[config.mk]
export PLATFORM = sky130hd
export DESIGN_NAME = sdram_init_seq
export DESIGN_NICKNAME = d
export VERILOG_FILES = /design/src/rtl/sdram_init_pkg.sv /design/src/rtl/sdram_init_trigger.sv /design/src/rtl/sdram_init_gap.sv /design/src/rtl/sdram_init_pwait.sv /design/src/rtl/sdram_init_fsm.sv /design/src/rtl/sdram_init_pins.sv /design/src/rtl/sdram_init_seq.sv
export SDC_FILE = /design/constraint.sdc
export NUM_CORES = 1
export LEC_CHECK = 0
export ABC_AREA = 1
export ABC_CLOCK_PERIOD_IN_PS = 2500
export BUFFER_PORTS_ARGS = -buffer_cell sky130_fd_sc_hd__buf_2
export CORE_MARGIN = 2
export CORE_UTILIZATION = 49
export DETAILED_ROUTE_END_ITERATION = 8
export PLACE_DENSITY = 0.74
export SLEW_MARGIN = 20
export SYNTH_ARGS = -nofsm -noshare
export SYNTH_HDL_FRONTEND = slang
export SYNTH_SLANG_ARGS = --single-unit
export TNS_END_PERCENT = 1
[constraint.sdc]
create_clock -name clk -period 2.5 [get_ports clk]
set_input_delay 0.625 -clock clk [delete_from_list [all_inputs] [get_ports clk]]
set_output_delay 0.625 -clock clk [all_outputs]
set_load 0.02 [all_outputs]
[src/rtl/sdram_init_pkg.sv]
package sdram_init_pkg;

    // Active-low {cs_n, ras_n, cas_n, we_n}
    typedef enum logic [3:0] {
        CMD_LMR = 4'b0000,
        CMD_REF = 4'b0001,
        CMD_PRE = 4'b0010,
        CMD_NOP = 4'b0111
    } sd_cmd_e;

    typedef enum logic [2:0] {
        ST_BOOT,
        ST_LEAD_GAP,
        ST_PWAIT,
        ST_AREF,
        ST_LMR,
        ST_FPRE,
        ST_FREF,
        ST_IDLE
    } seq_state_e;

    localparam int unsigned AREF_COUNT      = 8;
    localparam int unsigned PWAIT_INTERVALS = 8;
    localparam int unsigned LMR_SPACING     = 2;
    localparam int unsigned MODE_W          = 10;
    localparam int unsigned ALL_BANKS_BIT   = 10;
    localparam logic [3:0]  TRIG_LANE_MASK  = 4'b0111;

    typedef struct packed {
        logic start;
        logic lead_pre;
    } start_req_t;

    typedef struct packed {
        sd_cmd_e cmd;
        logic    all_banks;
        logic    load_mode;
    } cmd_slot_t;

    function automatic logic lane_trigger(input logic wr, input logic [3:0] be);
        return wr & (|(be & TRIG_LANE_MASK));
    endfunction

endpackage

[src/rtl/sdram_init_trigger.sv]
module sdram_init_trigger
    import sdram_init_pkg::*;
(
    input  logic       cfg_wr,
    input  logic [3:0] cfg_be,
    input  logic       bank_open,
    input  logic       cke_on,
    output start_req_t req
);
    always_comb begin
        req.start    = lane_trigger(cfg_wr, cfg_be);
        req.lead_pre = req.start & bank_open & cke_on;
    end
endmodule

[src/rtl/sdram_init_gap.sv]
module sdram_init_gap #(
    parameter int unsigned W = 8
) (
    input  logic         clk,
    input  logic         rst,
    input  logic         load,
    input  logic [W-1:0] span,
    output logic         zero
);
    logic [W-1:0] left;

    always_ff @(posedge clk) begin
        if (rst) begin
            left <= '0;
        end else if (load) begin
            left <= (span == '0) ? '0 : span - W'(1);
        end else if (left != '0) begin
            left <= left - W'(1);
        end
    end

    assign zero = (left == '0);
endmodule

[src/rtl/sdram_init_pwait.sv]
module sdram_init_pwait #(
    parameter int unsigned RR_W      = 16,
    parameter int unsigned INTERVALS = 8
) (
    input  logic            clk,
    input  logic            rst,
    input  logic            start,
    input  logic [RR_W-1:0] rr_count,
    output logic            expire
);
    localparam int unsigned IV_W = (INTERVALS > 2) ? $clog2(INTERVALS) : 1;

    logic [RR_W-1:0] cyc_left;
    logic [IV_W-1:0] ivl_left;
    logic            running;
    logic [RR_W-1:0] rr_eff;

    assign rr_eff = (rr_count == '0) ? RR_W'(1) : rr_count;

    always_ff @(posedge clk) begin
        if (rst) begin
            running  <= 1'b0;
            cyc_left <= '0;
            ivl_left <= '0;
        end else if (start) begin
            running  <= 1'b1;
            cyc_left <= rr_eff - RR_W'(1);
            ivl_left <= IV_W'(INTERVALS - 1);
        end else if (running) begin
            if (cyc_left == '0) begin
                if (ivl_left == '0) begin
                    running <= 1'b0;
                end else begin
                    ivl_left <= ivl_left - IV_W'(1);
                    cyc_left <= rr_eff - RR_W'(1);
                end
            end else begin
                cyc_left <= cyc_left - RR_W'(1);
            end
        end
    end

    assign expire = running && (cyc_left == '0) && (ivl_left == '0);
endmodule

[src/rtl/sdram_init_fsm.sv]
module sdram_init_fsm
    import sdram_init_pkg::*;
#(
    parameter int unsigned TW = 8
) (
    input  logic              clk,
    input  logic              rst,
    input  start_req_t        trig,
    input  logic              gap_zero,
    input  logic              pw_expire,
    input  logic              bank_open,
    input  logic [TW-1:0]     t_rp,
    input  logic [TW-1:0]     t_rfc,
    input  logic [MODE_W-1:0] mode_val,
    output logic              pw_start,
    output logic              gap_load,
    output logic [TW-1:0]     gap_span,
    output cmd_slot_t         slot_q,
    output logic [MODE_W-1:0] mode_q,
    output logic              cke_q,
    output logic              done_q,
    output logic              busy
);
    localparam int unsigned AR_W = $clog2(AREF_COUNT + 1);

    seq_state_e state_q, state_n;
    cmd_slot_t  slot_n;
    logic       cke_n, done_n;
    logic [AR_W-1:0] aref_q, aref_n;

    always_comb begin
        state_n  = state_q;
        slot_n   = '{cmd: CMD_NOP, all_banks: 1'b0, load_mode: 1'b0};
        cke_n    = cke_q;
        done_n   = 1'b0;
        aref_n   = aref_q;
        pw_start = 1'b0;
        if (trig.start) begin
            if (trig.lead_pre) begin
                slot_n  = '{cmd: CMD_PRE, all_banks: 1'b1, load_mode: 1'b0};
                state_n = ST_LEAD_GAP;
            end else begin
                state_n  = ST_PWAIT;
                cke_n    = 1'b1;
                pw_start = 1'b1;
            end
        end else begin
            unique case (state_q)
                ST_BOOT: begin
                    state_n  = ST_PWAIT;
                    cke_n    = 1'b1;
                    pw_start = 1'b1;
                end
                ST_LEAD_GAP: if (gap_zero) begin
                    state_n  = ST_PWAIT;
                    cke_n    = 1'b1;
                    pw_start = 1'b1;
                end
                ST_PWAIT: if (pw_expire) begin
                    slot_n  = '{cmd: CMD_PRE, all_banks: 1'b1, load_mode: 1'b0};
                    aref_n  = AR_W'(AREF_COUNT);
                    state_n = ST_AREF;
                end
                ST_AREF: if (gap_zero) begin
                    slot_n.cmd = CMD_REF;
                    aref_n     = aref_q - AR_W'(1);
                    if (aref_q == AR_W'(1)) state_n = ST_LMR;
                end
                ST_LMR: if (gap_zero) begin
                    slot_n  = '{cmd: CMD_LMR, all_banks: 1'b0, load_mode: 1'b1};
                    state_n = ST_FPRE;
                end
                ST_FPRE: if (gap_zero) begin
                    if (bank_open) begin
                        slot_n  = '{cmd: CMD_PRE, all_banks: 1'b1, load_mode: 1'b0};
                        state_n = ST_FREF;
                    end else begin
                        slot_n.cmd = CMD_REF;
                        done_n     = 1'b1;
                        state_n    = ST_IDLE;
                    end
                end
                ST_FREF: if (gap_zero) begin
                    slot_n.cmd = CMD_REF;
                    done_n     = 1'b1;
                    state_n    = ST_IDLE;
                end
                default: ;
            endcase
        end
    end

    always_comb begin
        gap_load = (slot_n.cmd != CMD_NOP);
        unique case (slot_n.cmd)
            CMD_REF: gap_span = t_rfc;
            CMD_LMR: gap_span = TW'(LMR_SPACING);
            default: gap_span = t_rp;
        endcase
    end

    always_ff @(posedge clk) begin
        if (rst) begin
            state_q <= ST_BOOT;
            slot_q  <= '{cmd: CMD_NOP, all_banks: 1'b0, load_mode: 1'b0};
            mode_q  <= '0;
            cke_q   <= 1'b0;
            done_q  <= 1'b0;
            aref_q  <= '0;
        end else begin
            state_q <= state_n;
            slot_q  <= slot_n;
            cke_q   <= cke_n;
            done_q  <= done_n;
            aref_q  <= aref_n;
            if (slot_n.load_mode) mode_q <= mode_val;
        end
    end

    assign busy = (state_q != ST_IDLE);
endmodule

[src/rtl/sdram_init_pins.sv]
module sdram_init_pins
    import sdram_init_pkg::*;
#(
    parameter int unsigned ADDR_W = 13
) (
    input  cmd_slot_t         slot,
    input  logic [MODE_W-1:0] mode_q,
    output logic              cs_n,
    output logic              ras_n,
    output logic              cas_n,
    output logic              we_n,
    output logic [ADDR_W-1:0] addr
);
    always_comb begin
        {cs_n, ras_n, cas_n, we_n} = slot.cmd;
        addr = '0;
        if (slot.load_mode) begin
            addr[MODE_W-1:0] = mode_q;
        end else if (slot.all_banks) begin
            addr[ALL_BANKS_BIT] = 1'b1;
        end
    end
endmodule

[src/rtl/sdram_init_seq.sv]
module sdram_init_seq
    import sdram_init_pkg::*;
#(
    parameter int unsigned RR_W   = 16,
    parameter int unsigned TW     = 8,
    parameter int unsigned ADDR_W = 13
) (
    input  logic              clk,
    input  logic              rst,
    input  logic              cfg_wr,
    input  logic [3:0]        cfg_be,
    input  logic [RR_W-1:0]   rr_count,
    input  logic [TW-1:0]     t_rp,
    input  logic [TW-1:0]     t_rfc,
    input  logic [MODE_W-1:0] mode_val,
    input  logic              bank_open,
    input  logic              mem_req,
    output logic              mem_grant,
    output logic              cke,
    output logic              cs_n,
    output logic              ras_n,
    output logic              cas_n,
    output logic              we_n,
    output logic [ADDR_W-1:0] addr,
    output logic              busy,
    output logic              init_done
);
    start_req_t        trig;
    cmd_slot_t         slot_q;
    logic [MODE_W-1:0] mode_q;
    logic              gap_zero, gap_load, pw_start, pw_expire;
    logic [TW-1:0]     gap_span;

    sdram_init_trigger u_trig (
        .cfg_wr(cfg_wr), .cfg_be(cfg_be), .bank_open(bank_open),
        .cke_on(cke), .req(trig)
    );

    sdram_init_gap #(.W(TW)) u_gap (
        .clk(clk), .rst(rst), .load(gap_load), .span(gap_span), .zero(gap_zero)
    );

    sdram_init_pwait #(.RR_W(RR_W), .INTERVALS(PWAIT_INTERVALS)) u_pwait (
        .clk(clk), .rst(rst), .start(pw_start), .rr_count(rr_count), .expire(pw_expire)
    );

    sdram_init_fsm #(.TW(TW)) u_fsm (
        .clk(clk), .rst(rst), .trig(trig), .gap_zero(gap_zero),
        .pw_expire(pw_expire), .bank_open(bank_open), .t_rp(t_rp),
        .t_rfc(t_rfc), .mode_val(mode_val), .pw_start(pw_start),
        .gap_load(gap_load), .gap_span(gap_span), .slot_q(slot_q),
        .mode_q(mode_q), .cke_q(cke), .done_q(init_done), .busy(busy)
    );

    sdram_init_pins #(.ADDR_W(ADDR_W)) u_pins (
        .slot(slot_q), .mode_q(mode_q), .cs_n(cs_n), .ras_n(ras_n),
        .cas_n(cas_n), .we_n(we_n), .addr(addr)
    );

    assign mem_grant = mem_req & ~busy;
endmodule

Yosys cells after proc, flatten, opt, wreduce, memory -nomap -nowiden --
Cells that the tools add are included.
Word-level totals: bits in registers 53, bits of input ports 51, output and inout port bits 21, logic and storage cells 125
Operators by class: $add $sub $neg 6, equal/unequal tests 22, mux-type cells 55, bitwise gates (word level) 6, reduce and logical (&&, ||, !) cells 24
Operators with widths (count):
- 2-to-1 mux 16 bit | 5
- 2-to-1 mux 3 bit | 13
- logical NOT 16 bit | 2
- subtractor 16 x 1 -> 16 bit (second input constant) | 2
- 2-to-1 mux 8 bit | 3
- inequality test 3 bit (second input constant) | 8
- one-hot mux 3 bit (7 select lines) | 1
- 2-to-1 mux 5 bit | 4
- logical NOT 8 bit | 2
- one-hot mux 4 bit (4 select lines) | 1
- one-hot mux 8 bit (2 select lines) | 1
- nonzero test 8 bit | 2
- subtractor 8 x 1 -> 8 bit (second input constant) | 2
- 2-to-1 mux 1 bit | 15
- 2-to-1 mux 10 bit | 1
- equality test 3 bit (second input constant) | 3
- equality test 4 x 1 -> 1 bit (second input constant) | 2
- 2-to-1 mux 4 bit | 2
- inequality test 2 bit (second input constant) | 4
- one-hot mux 4 bit (2 select lines) | 1
- AND reduction 8 bit | 1
- nonzero test 2 bit | 4
- equality test 3 x 2 -> 1 bit (second input constant) | 2
- logical NOT 3 bit | 2
- other kinds (19) | 30

Logic depth before layout (Yosys ltp) --
Gate-level depths: netlist of run 1.
word-level depth 11, gate-level depth with buffers 20, depth with buffers taken out 19

By module --
A second synthesis of run 1 with hierarchy kept.
Unflattened totals: cell total of the unflattened synthesis 681, area, all modules 4082.7 um2
By module, submodules not included:
- sdram_init_pwait | instances 1, cells an instance 283, area each 1682.9 um2, seq. area each 400.4 um2
- sdram_init_fsm | instances 1, cells an instance 217, area each 1438.9 um2, seq. area each 480.5 um2
- sdram_init_gap | instances 1, cells an instance 142, area each 782.0 um2, seq. area each 160.2 um2
- sdram_init_pins | instances 1, cells an instance 30, area each 142.6 um2, seq. area each 0.0 um2
- sdram_init_trigger | instances 1, cells an instance 7, area each 26.3 um2, seq. area each 0.0 um2
- sdram_init_seq | instances 1, cells an instance 2, area each 10.0 um2, seq. area each 0.0 um2

Least setup slack after synthesis of run 1 --
Ideal clock, no wire load.
path type input-to-reg, start input port rr_count[5], end register u_pwait.cyc_left[14], setup time 0.126 ns, data arrival time 2.221 ns, required time 2.374 ns, setup slack 0.153 ns, stages on the path 14, buffers on the path 0, cells stage by stage nor2_1 -> nand2_1 -> nor2_1 -> nand3_1 -> nand2_1 -> inv_1 -> ha_1 -> nand3_1 -> nor4_1 -> nand3_1 -> o21ai_0 -> o211ai_1 -> o211ai_1 -> o21ai_0
Between the ends: cells in the longest elaborated chain, start to end 7
Ends and longest elaborated chain:
- start, declared | line sdram_init_seq.sv:12 | input logic [RR_W-1:0] rr_count,
- logical NOT 16 bit | line sdram_init_pwait.sv:18 | assign rr_eff = (rr_count == '0) ? RR_W'(1) : rr_count;
- 2-to-1 mux 16 bit (*) | line sdram_init_pwait.sv:18
- subtractor 16 x 1 -> 16 bit (*) | line sdram_init_pwait.sv:27, sdram_init_pwait.sv:35
- 2-to-1 mux 16 bit | line sdram_init_pwait.sv:31 | if (ivl_left == '0) begin
- 2-to-1 mux 16 bit | line sdram_init_pwait.sv:30 | if (cyc_left == '0) begin
- 2-to-1 mux 16 bit | line sdram_init_pwait.sv:29 | end else if (running) begin
- 2-to-1 mux 16 bit (*) | line sdram_init_pwait.sv:25 | end else if (start) begin
- end signal, assigned | line sdram_init_pwait.sv:27 | cyc_left <= rr_eff - RR_W'(1);
- end signal, assigned | line sdram_init_pwait.sv:35 | cyc_left <= rr_eff - RR_W'(1);
- end signal, assigned | line sdram_init_pwait.sv:38 | cyc_left <= cyc_left - RR_W'(1);
- end, declared | line sdram_init_pwait.sv:13 | logic [RR_W-1:0] cyc_left;
Mark *: on every way between the ends. The rest lies on a longest branch, timed or not. The select of a mux whose other input is x is not followed. A chain may end at the register's enable or synchronous reset.

Worst setup path in the final report of run 1 --
start register u_gap.left[0], end register u_gap.left[5]
Between the ends: cells in the longest elaborated chain, start to end 9
Ends and longest elaborated chain:
- start, declared | line sdram_init_gap.sv:10 | logic [W-1:0] left;
- start signal, assigned | line sdram_init_gap.sv:16 | left <= (span == '0) ? '0 : span - W'(1);
- start signal, assigned | line sdram_init_gap.sv:18 | left <= left - W'(1);
- logical NOT 8 bit | line sdram_init_gap.sv:22 | assign zero = (left == '0);
- 2-to-1 mux 5 bit, or another cell as far along | line sdram_init_fsm.sv:73 | ST_FPRE: if (gap_zero) begin
- one-hot mux 4 bit (4 select lines) | line sdram_init_fsm.sv:48 | unique case (state_q)
- 2-to-1 mux 6 bit | line sdram_init_fsm.sv:38 | if (trig.start) begin
- equality test 4 x 1 -> 1 bit or logical NOT 4 bit (tied branches) | line sdram_init_fsm.sv:95 | unique case (slot_n.cmd)
- one-hot mux 8 bit (2 select lines) | line sdram_init_fsm.sv:95
- subtractor 8 x 1 -> 8 bit or logical NOT 8 bit (tied branches) | line sdram_init_gap.sv:16
- 2-to-1 mux 8 bit | line sdram_init_gap.sv:16
- 2-to-1 mux 8 bit | line sdram_init_gap.sv:15 | end else if (load) begin
Several ways; a longest one is shown, not always the timed one. The select of a mux whose other input is x is not followed.

==> results.py, run 1 <==
metrics = {
    "floorplanning": {
        "die_w_microns": 90.16,
        "die_area_sq_mm": 0.008128,
        "die_h_microns": 90.16,
        "num_rows": 31,
        "fp.coreArea_sq_mm": 0.007214,
        "io_pins": 72,
        "initial_core_util_pct": 50.42,
    },
    "pwr": {
        "power.density_mw_per_mm2": 1054,
        "p_sw_share_pct": 48.30,
        "peakVddDrop_v": 0.0003576,
        "leakagePower_nw": 2.299,
        "comb_power_share_pct": 61.9,
        "p_clk_share_pct": 10.7,
        "p_sw_mw": 2.290,
        "intPower_mw": 2.451,
        "seqPwrFrac_pct": 27.5,
    },
    "sta": {
        "worst_clock_skew_ns": 0.01104,
        "worstMarginPinSlew_ns": 0.5018,
        "layout_min_cycle_time_ns": 2.332,
        "setup_viol": 0,
        "timing.fmax_mhz": 428.9,
        "rsz0062_at_grt": "yes",
        "finalCritPeriodShare_pct": 93.27,
        "final_max_slew_viol_count": 0,
        "hold_violations": 0,
        "timing.hold.ws_ns": 0.4780,
        "slew_headroom_pct": 66.45,
    },
    "synthesis": {
        "synth_top_area_cell": "dfxtp_1",
        "synth_cell_types": 40,
        "synth_xor_area_share_pct": 3.612,
        "ys_ff_latch": 52,
        "netlist.area_leader.share_pct": 28.62,
        "synth_compound_area_share_pct": 17.20,
        "syn_area_sq_mm": 0.003637,
        "syn_area_per_cell_sq_um": 6.404,
        "synth_cells": 568,
        "synthAdderAreaFrac_pct": 3.440,
        "synth_simple_gate_area_share_pct": 34.50,
        "ys_seq_area_share_pct": 28.62,
        "synth_mux_area_share_pct": 0,
        "yosys-top-cells-area": "dfxtp_1, nand2_1, inv_1",
        "synth_top_family_by_area": "simple AND/OR/NAND/NOR gates",
        "yosys_warnings": 0,
    },
    "cells_and_area": {
        "seqCellArea_sq_mm": 0.001042,
        "layout.nets": 735,
        "finish.instance_area_sq_mm": 0.004501,
        "drive_gt1_share_pct": 26.07,
        "fillCellCount": 685,
        "multi_input_area_sq_mm": 0.002181,
        "area_delta_synth_final_pct": 23.74,
        "diodes": 0,
    },
    "placed_design": {
        "placed_cell_area_sq_mm": 0.004344,
        "dp.final_hpwl_microns": 6900,
        "numPortBuffers": 67,
        "gp_congestion": 0.8856,
    },
    "detailed_routing": {
        "wl_microns": 8868,
        "drc_errors": 0,
        "drtPass1Iterations": 4,
        "wire_per_inst_microns": 11.46,
        "first_iter_violations": 126,
        "vias": 3858,
        "detail-route-antenna-nets": 0,
        "vias_per_cell": 4.984,
    },
    "global_routing": {
        "grt_overflow": 0,
        "grt_max_degree": 20,
        "track_usage_pct": 21.78,
        "antenna_found_initial": 0,
        "grt_first_pass_wirelength_microns": 15110,
        "grt_pass1_vias": 3561,
    },
    "worst_setup_path": {
        "critPathKind": "reg -> reg",
        "r2r_end": "u_gap.left[5]",
        "cp.required_ns": 2.70,
        "critical_path_arrival_ns": 2.53,
        "end_kind": "flip-flop",
        "r2r-start": "u_gap.left[0]",
        "r2r_slack_ns": 0.17,
        "worstRegToRegCells": 18,
        "path_max_fanout": 8,
        "critPathLaunchType": "flip-flop",
    },
    "min_path": {
        "min_from": "u_pwait.cyc_left[11]",
        "hold-path-endpoint": "u_pwait.cyc_left[11]",
        "hp-class": "reg -> reg",
        "holdPathStages": 2,
    },
    "clock_network": {
        "htreeDepth": 2,
        "clock_sinks": 52,
        "cts_tree": "built",
        "clock_insertion_delay_worst_skew_ns": 0.31,
        "cts-root-buf": "clkbuf_8",
        "holdBufCountCts": 0,
        "cts_max_path_buffers": 2,
        "numCtsBuffers": 5,
        "path_clk_slew_ns": 0.10,
    },
    "flow_run": {
        "cap_violations": 0,
    },
    "status": {
        "status": "completed",
    },
}
[worst max path at each step]
stage                            to          start  cells past startpoint
2_1_floorplan  u_pwait.cyc_left[14]    rr_count[5]                     14
3_3_place_gp   u_pwait.cyc_left[14]    rr_count[5]                     15
3_5_place_dp   u_pwait.cyc_left[14]   rr_count[11]                     15
4_1_cts               u_gap.left[4]  u_gap.left[0]                     19
5_1_grt               u_gap.left[4]  u_gap.left[0]                     19
6_report              u_gap.left[5]  u_gap.left[0]                     18
[per-stage QoR]
step / instances / setup TNS (ns) / total power [mW] / worst slack (ns) / util (%)
3_5_place_dp: 763 / -0.7644 / 4.092 / -0.1495 / 60.22
4_1_cts: 771 / 0 / 4.608 / 0.003072 / 61.52
2_1_floorplan: 570 / 0 / 3.335 / 0.1531 / -
3_3_place_gp: 763 / -0.3445 / 4.018 / -0.1156 / 60.22
5_1_grt: 774 / -0.2689 / 5.191 / -0.07522 / 62.38
6_report: 774 / 0 / 4.742 / 0.1683 / 62.38
[registers in the layout, summed over array words and instances (netlist names)]
| register | flops |
|---|---|
| u_fsm.aref_q | 4 |
| u_fsm.cke_q | 1 |
| u_fsm.done_q | 1 |
| u_fsm.mode_q | 10 |
| u_fsm.slot_q | 5 |
| u_fsm.state_q | 3 |
| u_gap.left | 8 |
| u_pwait.cyc_left | 16 |
| u_pwait.ivl_left | 3 |
| u_pwait.running | 1 |
[cells by family (layout without fill, tap and decap cells)]
logic type	Yosys count	after routing
fa+ha+maj	10	10
compound gates	113	113
flops	52	52
other cells	1	3
buf+inv	112	217
xor+xnor	15	15
simple gates	265	265
[worst max-delay path: stages, from the launching register on]
cell and delay (ns):
dfxtp_1 0.32, inv_1 0.08, ha_2 0.19, nand2_2 0.08, nor2_4 0.13, nand2_4 0.10
nand2_2 0.08, nand3_2 0.08, nor2_4 0.11, nand3_4 0.09, buf_4 0.16, nand4_1 0.08
nand2_2 0.09, nor2_1 0.13, nand2_2 0.09, nor2_4 0.16, nor2_8 0.07, nand2_1 0.11
a21oi_1 0.07
[repair_timing]
item | in CTS | in global routing
buffers inserted | 0 | 3
resized for setup | 0 | 13
setup endpoints to repair | 0 | 17
[layer usage]
layer  up-vias  track usage [%]  wire [microns]
li1       2035                -               -
met1      1712            27.16            3970
met2       104            40.29            4366
met3         7            2.431             442
met4         0            4.615              89
met5         -                0               0
[synthesized netlist by cell type (all sizes together)]
cell type and n:
a2111oi 1, a211oi 2, a21oi 29, a22o 1, a311oi 1, a31oi 5
buf 10, clkbuf 6, conb 1, dfxtp 52, ha 10, inv 96
nand2 116, nand3 31, nand3b 3, nand4 15, nor2 89, nor3 7
nor4 1, o211ai 4, o21ai 61, o221ai 1, o22ai 7, o31ai 1
or2 3, xnor2 2, xor2 13
[power by group through the flow]
| stage | sequential (mW) | clock (mW) | combinational [mW] |
|---|---|---|---|
| CTS | 1.30 | 0.514 | 2.80 |
| global route | 1.33 | 0.552 | 3.31 |
| detailed placement | 1.31 | 0 | 2.78 |
| global placement | 1.30 | 0 | 2.71 |
| floorplan | 1.27 | 0 | 2.06 |
| finish | 1.30 | 0.506 | 2.93 |
[layout by cell type, fill, tap and decap left out, types with 6 or more instances in the layout]
master,count
o21ai_0,57
nand2_1,103
inv_2,9
ha_1,8
a21oi_1,28
nor2_2,7
inv_1,86
nand3_1,24
buf_4,44
xor2_1,13
o22ai_1,7
nand4_1,13
nor2_1,76
nand2_2,12
buf_2,67
clkbuf_8,6
dfxtp_1,51
nor3_1,7
[cell type report]
| class | count | share of cell area [%] |
|---|---|---|
| multi-input cells | 406 | 48.46 |
| flip-flops and latches | 52 | 23.16 |
| repair buffers | 113 | 15.49 |
| inverters | 96 | 8.062 |
| well taps | 99 | 2.752 |
| clock buffers | 7 | 1.918 |
| clock inverters | 1 | 0.1668 |
Power figures use the tool's default switching activity.
==> inputs of run 2 (changes only) <==
--- a/config.mk
+++ b/config.mk
@@ -7,11 +7,11 @@
 export LEC_CHECK = 0
 export ABC_AREA = 1
 export ABC_CLOCK_PERIOD_IN_PS = 2500
-export BUFFER_PORTS_ARGS = -buffer_cell sky130_fd_sc_hd__buf_2
 export CORE_MARGIN = 2
 export CORE_UTILIZATION = 49
 export DETAILED_ROUTE_END_ITERATION = 8
-export PLACE_DENSITY = 0.74
+export DONT_BUFFER_PORTS = 1
+export PLACE_DENSITY = 0.66
 export SLEW_MARGIN = 20
 export SYNTH_ARGS = -nofsm -noshare
 export SYNTH_HDL_FRONTEND = slang
==> results.py, run 2 (synthesized netlist as in run 1, its figures left out) <==
metrics = {
    "cells_and_area": {
        "drive_gt1_share_pct": 16.33,
        "largest-register": "u_pwait.cyc_left",
        "diodes": 0,
        "most-common-layout-cells": "nand2_1, inv_1, nor2_1",
        "area_delta_synth_final_pct": 11.63,
        "mostFrequentLayoutCell": "nand2_1",
        "finish.instance_area_sq_mm": 0.004060,
        "layout.nets": 654,
        "largest_reg_flops": 16,
        "reg_top3": "u_pwait.cyc_left (16), u_fsm.mode_q (10), u_gap.left (8)",
    },
    "sta": {
        "finalCritPeriodShare_pct": 92.02,
        "timing.fmax_mhz": 434.7,
        "layout_min_cycle_time_ns": 2.300,
        "setup_tns_ns": 0,
        "final_max_slew_viol_count": 0,
        "worst_clock_skew_ns": 0.006434,
        "hold_violations": 0,
        "rsz0062_at_grt": "yes",
        "setup_viol": 0,
    },
    "flow_run": {
        "cap_violations": 0,
    },
    "detailed_routing": {
        "detail-route-antenna-nets": 0,
        "first_iter_violations": 172,
        "drc_errors": 0,
        "wire_per_inst_microns": 12.06,
        "vias_per_cell": 5.159,
        "vias": 3575,
        "drtPass1Iterations": 4,
        "wl_microns": 8359,
    },
    "pwr": {
        "p_clk_share_pct": 11.2,
        "power.density_mw_per_mm2": 1139,
        "p_sw_share_pct": 49.19,
        "intPower_mw": 2.350,
        "leakagePower_nw": 1.949,
        "p_sw_mw": 2.275,
        "comb_power_share_pct": 60.4,
        "peakVddDrop_v": 0.0004002,
        "seqPwrFrac_pct": 28.4,
    },
    "global_routing": {
        "antenna_found_initial": 0,
        "grtUsageMet3_pct": 3.772,
        "grt_overflow": 0,
        "grt_max_degree": 20,
        "use_met1_pct": 25.34,
        "grt_pass1_vias": 3365,
        "grt_use_met2_pct": 38.66,
        "top_usage_layer": "met2",
        "grt_first_pass_wirelength_microns": 14460,
        "track_usage_pct": 21.03,
    },
    "floorplanning": {
        "initial_core_util_pct": 50.42,
        "die_area_sq_mm": 0.008128,
        "fp.coreArea_sq_mm": 0.007214,
        "die_w_microns": 90.16,
        "io_pins": 72,
        "num_rows": 31,
        "die_h_microns": 90.16,
    },
    "worst_setup_path": {
        "worst-path-buf-inv": 2,
        "end_kind": "flip-flop",
        "critical_path_arrival_ns": 2.55,
        "cp.required_ns": 2.75,
        "path_cells": "inv_2 -> ha_2 -> nand2_2 -> nor2_4 -> nand2_4 -> nand2_2 -> nand3_2 -> nor2_4 -> nand3_4 -> nand3_1 -> nand3b_1 -> nand2_2 -> ha_1 -> inv_1 -> nor2_4 -> nand3_1 -> nand2_1 -> nand2_1 -> a21oi_2",
        "path_max_fanout": 6,
        "critPathLaunchType": "flip-flop",
        "cp_slowest_cell": "dfxtp_1",
        "cp_slowest_stage_delay_ns": 0.33,
        "critPathKind": "reg -> reg",
        "cpLargestDelayFamily": "simple AND/OR/NAND/NOR gates",
    },
    "clock_network": {
        "clock_insertion_delay_worst_skew_ns": 0.31,
        "cts_max_path_buffers": 2,
        "holdBufCountCts": 0,
        "htreeDepth": 2,
        "clock_sinks": 52,
        "cts-root-buf": "clkbuf_8",
        "path_clk_slew_ns": 0.10,
        "numCtsBuffers": 5,
        "cts_tree": "built",
    },
    "status": {
        "status": "completed",
    },
    "placed_design": {
        "gp_congestion": 0.8900,
        "placed_cell_area_sq_mm": 0.003919,
        "numPortBuffers": 0,
        "dp.final_hpwl_microns": 6585,
    },
    "min_path": {
        "hp-class": "in -> reg",
    },
}
[run 2: timing repair]
item / CTS / global route
setup buffers: 0 / 1
endpoints found under the setup margin: 0 / 18
gates resized for setup: 0 / 13
[run 2: path summary, 6_finish.rpt]
kind / from / end / slack (ns) / cells past startpoint
hold reg to reg: u_pwait.cyc_left[11] / u_pwait.cyc_left[11] / 0.48 / 2
hold / removal: rst / u_fsm.slot_q[0] / 0.37 / 1
setup reg to reg: u_gap.left[0] / u_gap.left[6] / 0.20 / 19
setup / recovery: u_gap.left[0] / u_gap.left[6] / 0.20 / 19
[run 2: layer usage]
metal,share of wire (%),routed length (microns)
met1,45,3765
met2,49,4113
met3,4.7,394
met4,1.0,85
met5,0,0
[run 2: layout make-up]
type / instances / area, sq um
Clock buffer: 5 / 68.82
Clock inverter: 3 / 26.28
Fill cell: 748 / 3154
Inverter: 96 / 360.3
Multi-Input combinational cell: 406 / 2186
Sequential cell: 52 / 1042
Tap cell: 99 / 123.9
Timing Repair Buffer: 32 / 252.7
[run 2: power by group through the flow]
stage / Clock (mW) / Combinational [mW] / Sequential, mW
2_1_floorplan: 0 / 2.06 / 1.27
4_1_cts: 0.532 / 2.71 / 1.31
3_5_place_dp: 0 / 2.70 / 1.33
5_1_grt: 0.558 / 3.17 / 1.35
6_report: 0.517 / 2.79 / 1.32
3_3_place_gp: 0 / 2.65 / 1.32
[run 2: stage by stage]
stage / hold WS, ns / power, mW / utilization (%) / cells / setup slack [ns]
floorplan: 0.4396 / 3.335 / - / 570 / 0.1531
global placement: 0.4595 / 3.973 / 54.32 / 684 / -0.04725
detailed placement: 0.4552 / 4.025 / 54.32 / 684 / -0.1035
CTS: 0.3604 / 4.553 / 55.64 / 692 / 0.03846
global route: 0.3507 / 5.083 / 56.28 / 693 / -0.08855
finish: 0.3730 / 4.625 / 56.28 / 693 / 0.1995
==> inputs of run 3 (changes only) <==
--- a/config.mk
+++ b/config.mk
@@ -5,13 +5,14 @@
 export SDC_FILE = /design/constraint.sdc
 export NUM_CORES = 1
 export LEC_CHECK = 0
-export ABC_AREA = 1
 export ABC_CLOCK_PERIOD_IN_PS = 2500
-export CORE_MARGIN = 2
-export CORE_UTILIZATION = 49
+export CELL_PAD_IN_SITES_DETAIL_PLACEMENT = 0
+export CELL_PAD_IN_SITES_GLOBAL_PLACEMENT = 1
+export CORE_MARGIN = 5
+export CORE_UTILIZATION = 46
 export DETAILED_ROUTE_END_ITERATION = 8
 export DONT_BUFFER_PORTS = 1
-export PLACE_DENSITY = 0.66
+export PLACE_DENSITY = 0.81
 export SLEW_MARGIN = 20
 export SYNTH_ARGS = -nofsm -noshare
 export SYNTH_HDL_FRONTEND = slang
==> results.py, run 3 <==
metrics = {
    "worst_setup_path": {
        "end_kind": "flip-flop",
        "critical_path_arrival_ns": 2.97,
        "crit_start": "u_gap.left[1]",
        "critPathLaunchType": "flip-flop",
        "r2r_slack_ns": -0.26,
        "worstRegToRegCells": 14,
        "path_max_fanout": 4,
        "cp.required_ns": 2.71,
        "critPathKind": "reg -> reg",
        "r2r-start": "u_gap.left[1]",
        "r2r_end": "u_gap.left[1]",
    },
    "cells_and_area": {
        "reg_top3": "u_pwait.cyc_left (16), u_fsm.mode_q (10), u_gap.left (8)",
        "largest-register": "u_pwait.cyc_left",
        "diodes": 0,
        "most-common-layout-cells": "buf_4, nor2_1, dfxtp_1",
        "drive_gt1_share_pct": 28.91,
        "final_core_util_pct": 60.77,
        "layout.nets": 603,
        "fillCellCount": 694,
        "largest_reg_flops": 16,
        "area_delta_synth_final_pct": 29.61,
        "fin_cells": 645,
        "mostFrequentLayoutCell": "buf_4",
    },
    "sta": {
        "setup_viol": 13,
        "finalCritPeriodShare_pct": 110.4,
        "worst_slack_ns": -0.2590,
        "rsz0062_at_grt": "yes",
        "worstMarginPinSlew_ns": 0.5584,
        "setup_tns_ns": -1.892,
        "final_max_slew_viol_count": 0,
        "layout_min_cycle_time_ns": 2.759,
        "hold_violations": 0,
        "worst_clock_skew_ns": 0.005617,
        "slew_headroom_pct": 62.43,
        "timing.fmax_mhz": 362.4,
    },
    "floorplanning": {
        "die_w_microns": 98.52,
        "io_pins": 72,
        "fp.coreArea_sq_mm": 0.007687,
        "die_area_sq_mm": 0.009706,
        "initial_core_util_pct": 46.89,
        "die_h_microns": 98.52,
        "num_rows": 32,
    },
    "placed_design": {
        "dpl.cell_count": 629,
        "dp.final_hpwl_microns": 7364,
        "gp_congestion": 0.8988,
        "numPortBuffers": 0,
    },
    "synthesis": {
        "ys_seq_area_share_pct": 28.88,
        "synth_cells": 471,
        "synth_cell_types": 69,
        "netlist.area_leader.share_pct": 28.88,
        "synth_top_flop_cell": "dfxtp_1",
        "synth_edf_count": 0,
        "syn_area_sq_mm": 0.003605,
        "synth.most_common_cell": "nor2_1",
        "ys_ff_latch": 52,
        "async_flop_share_pct": 0,
        "synthTopCellsByCount": "nor2_1, dfxtp_1, nand2_1, a21oi_1, clkbuf_1",
        "syn_area_per_cell_sq_um": 7.653,
        "synth_top_area_cell": "dfxtp_1",
        "yosys_warnings": 0,
        "yosys-top-cells-area": "dfxtp_1, nor2_1, a21oi_1",
    },
    "clock_network": {
        "holdBufCountCts": 0,
        "cts_tree": "built",
        "numCtsBuffers": 5,
        "cts_max_path_buffers": 2,
        "cts-root-buf": "clkbuf_8",
        "htreeDepth": 2,
        "clock_sinks": 52,
        "clock_insertion_delay_worst_skew_ns": 0.32,
        "path_clk_slew_ns": 0.10,
    },
    "status": {
        "status": "finished, violations left",
        "violations": "setup timing",
    },
    "detailed_routing": {
        "drc_errors": 0,
        "wl_microns": 10090,
        "drtPass1Iterations": 5,
        "detail-route-antenna-nets": 0,
        "wire_per_inst_microns": 15.65,
        "vias": 3730,
        "vias_per_cell": 5.783,
        "first_iter_violations": 155,
    },
    "global_routing": {
        "grt_overflow": 0,
        "grt_max_degree": 49,
        "antenna_found_initial": 0,
        "grt_first_pass_wirelength_microns": 16680,
        "grt_pass1_vias": 3587,
        "track_usage_pct": 20.11,
    },
    "flow_run": {
        "cap_violations": 0,
    },
    "min_path": {
        "hp-class": "in -> reg",
        "holdPathStages": 1,
        "hold-path-endpoint": "u_pwait.cyc_left[15]",
        "min_from": "rst",
    },
    "pwr": {
        "power.density_mw_per_mm2": 717.3,
        "leakagePower_nw": 1.877,
        "peakVddDrop_v": 0.0002848,
    },
}
-- run 3: changes by cell type in the layout (fill, tap and decap cells not counted), sizes merged, moves of 14 or more --
cell,before,now
nor2,89,57
nand2,116,34
o21ai,61,32
nand3,31,17
and2,0,16
buf,32,87
nand4,15,1
inv,97,20
xnor2,2,16
-- run 3: worst max-delay path, stage by stage, from the launching register on --
cell     delay (ns)
dfxtp_2        0.34
inv_2          0.05
ha_2           0.17
nor4b_4        0.29
a32oi_2        0.20
buf_4          0.18
nor3_2         0.14
buf_4          0.16
a21oi_4        0.07
a21oi_4        0.21
ha_4           0.16
o21ai_2        0.05
a221o_2        0.37
a22oi_2        0.20
nor2_1         0.06
-- run 3: metrics by stage --
step	hold slack [ns]	worst slack [ns]	cell area, sq um	power [mW]
global placement	0.4659	-0.3315	4282	2.637
finish	0.3589	-0.2590	4672	3.351
floorplan	0.4468	-0.2813	3643	2.048
detailed placement	0.4842	-0.4222	4282	2.664
global route	0.3417	-0.3340	4672	3.588
CTS	0.3495	-0.1877	4521	3.277
-- run 3: report_power, final --
part / internal [mW] / switching, mW / leakage (nW) / total [mW]
Clock: 0.206 / 0.308 / 0.0463 / 0.515
Sequential: 0.962 / 0.0955 / 0.429 / 1.06
Combinational: 0.876 / 0.903 / 1.40 / 1.78
-- run 3: worst max-delay path by stage --
stage / depth (start not counted) / slack [ns] / to
3_5_place_dp: 11 / -0.42 / u_gap.left[6]
5_1_grt: 14 / -0.33 / u_gap.left[1]
4_1_cts: 12 / -0.19 / u_gap.left[5]
6_report: 14 / -0.26 / u_gap.left[1]
2_1_floorplan: 12 / -0.28 / u_pwait.cyc_left[8]
3_3_place_gp: 11 / -0.33 / u_gap.left[6]
-- run 3: logic make-up after synthesis --
kind of cell,Yosys count,share of synthesized area (%)
and+or+nand+nor,197,29.12
AOI/OAI and AO/OA,131,24.33
DFF,52,28.88
buffers and inverters,44,4.929
xor gates and xnor gates,25,6.074
muxes,11,3.089
adders and majority gates,10,3.471
other,1,0.1040
-- run 3: layout make-up --
cell class	instances	area [sq um]	area share (%)
multi-input combinational	377	2643	56.56
sequential	52	1049	22.44
timing repair buffer	87	685.7	14.68
tap	102	127.6	2.732
inverter	19	71.32	1.527
clock buffer	5	68.82	1.473
clock inverter	3	27.53	0.5892
-- run 3: per-layer routing --
metal | global-route usage [%] | share of wire (%)
met2 | 35.21 | 50
met4 | 5.567 | 1.9
met3 | 3.892 | 6.0
met1 | 25.13 | 42
met5 | 0 | 0
-- run 3: repair_timing --
action | 4_1_cts | 5_1_grt
hold endpoints to repair | 0 | 0
endpoints found under the setup margin | 12 | 30
buffers inserted | 5 | 3
pin swaps | 16 | 19
gates resized for setup | 28 | 26
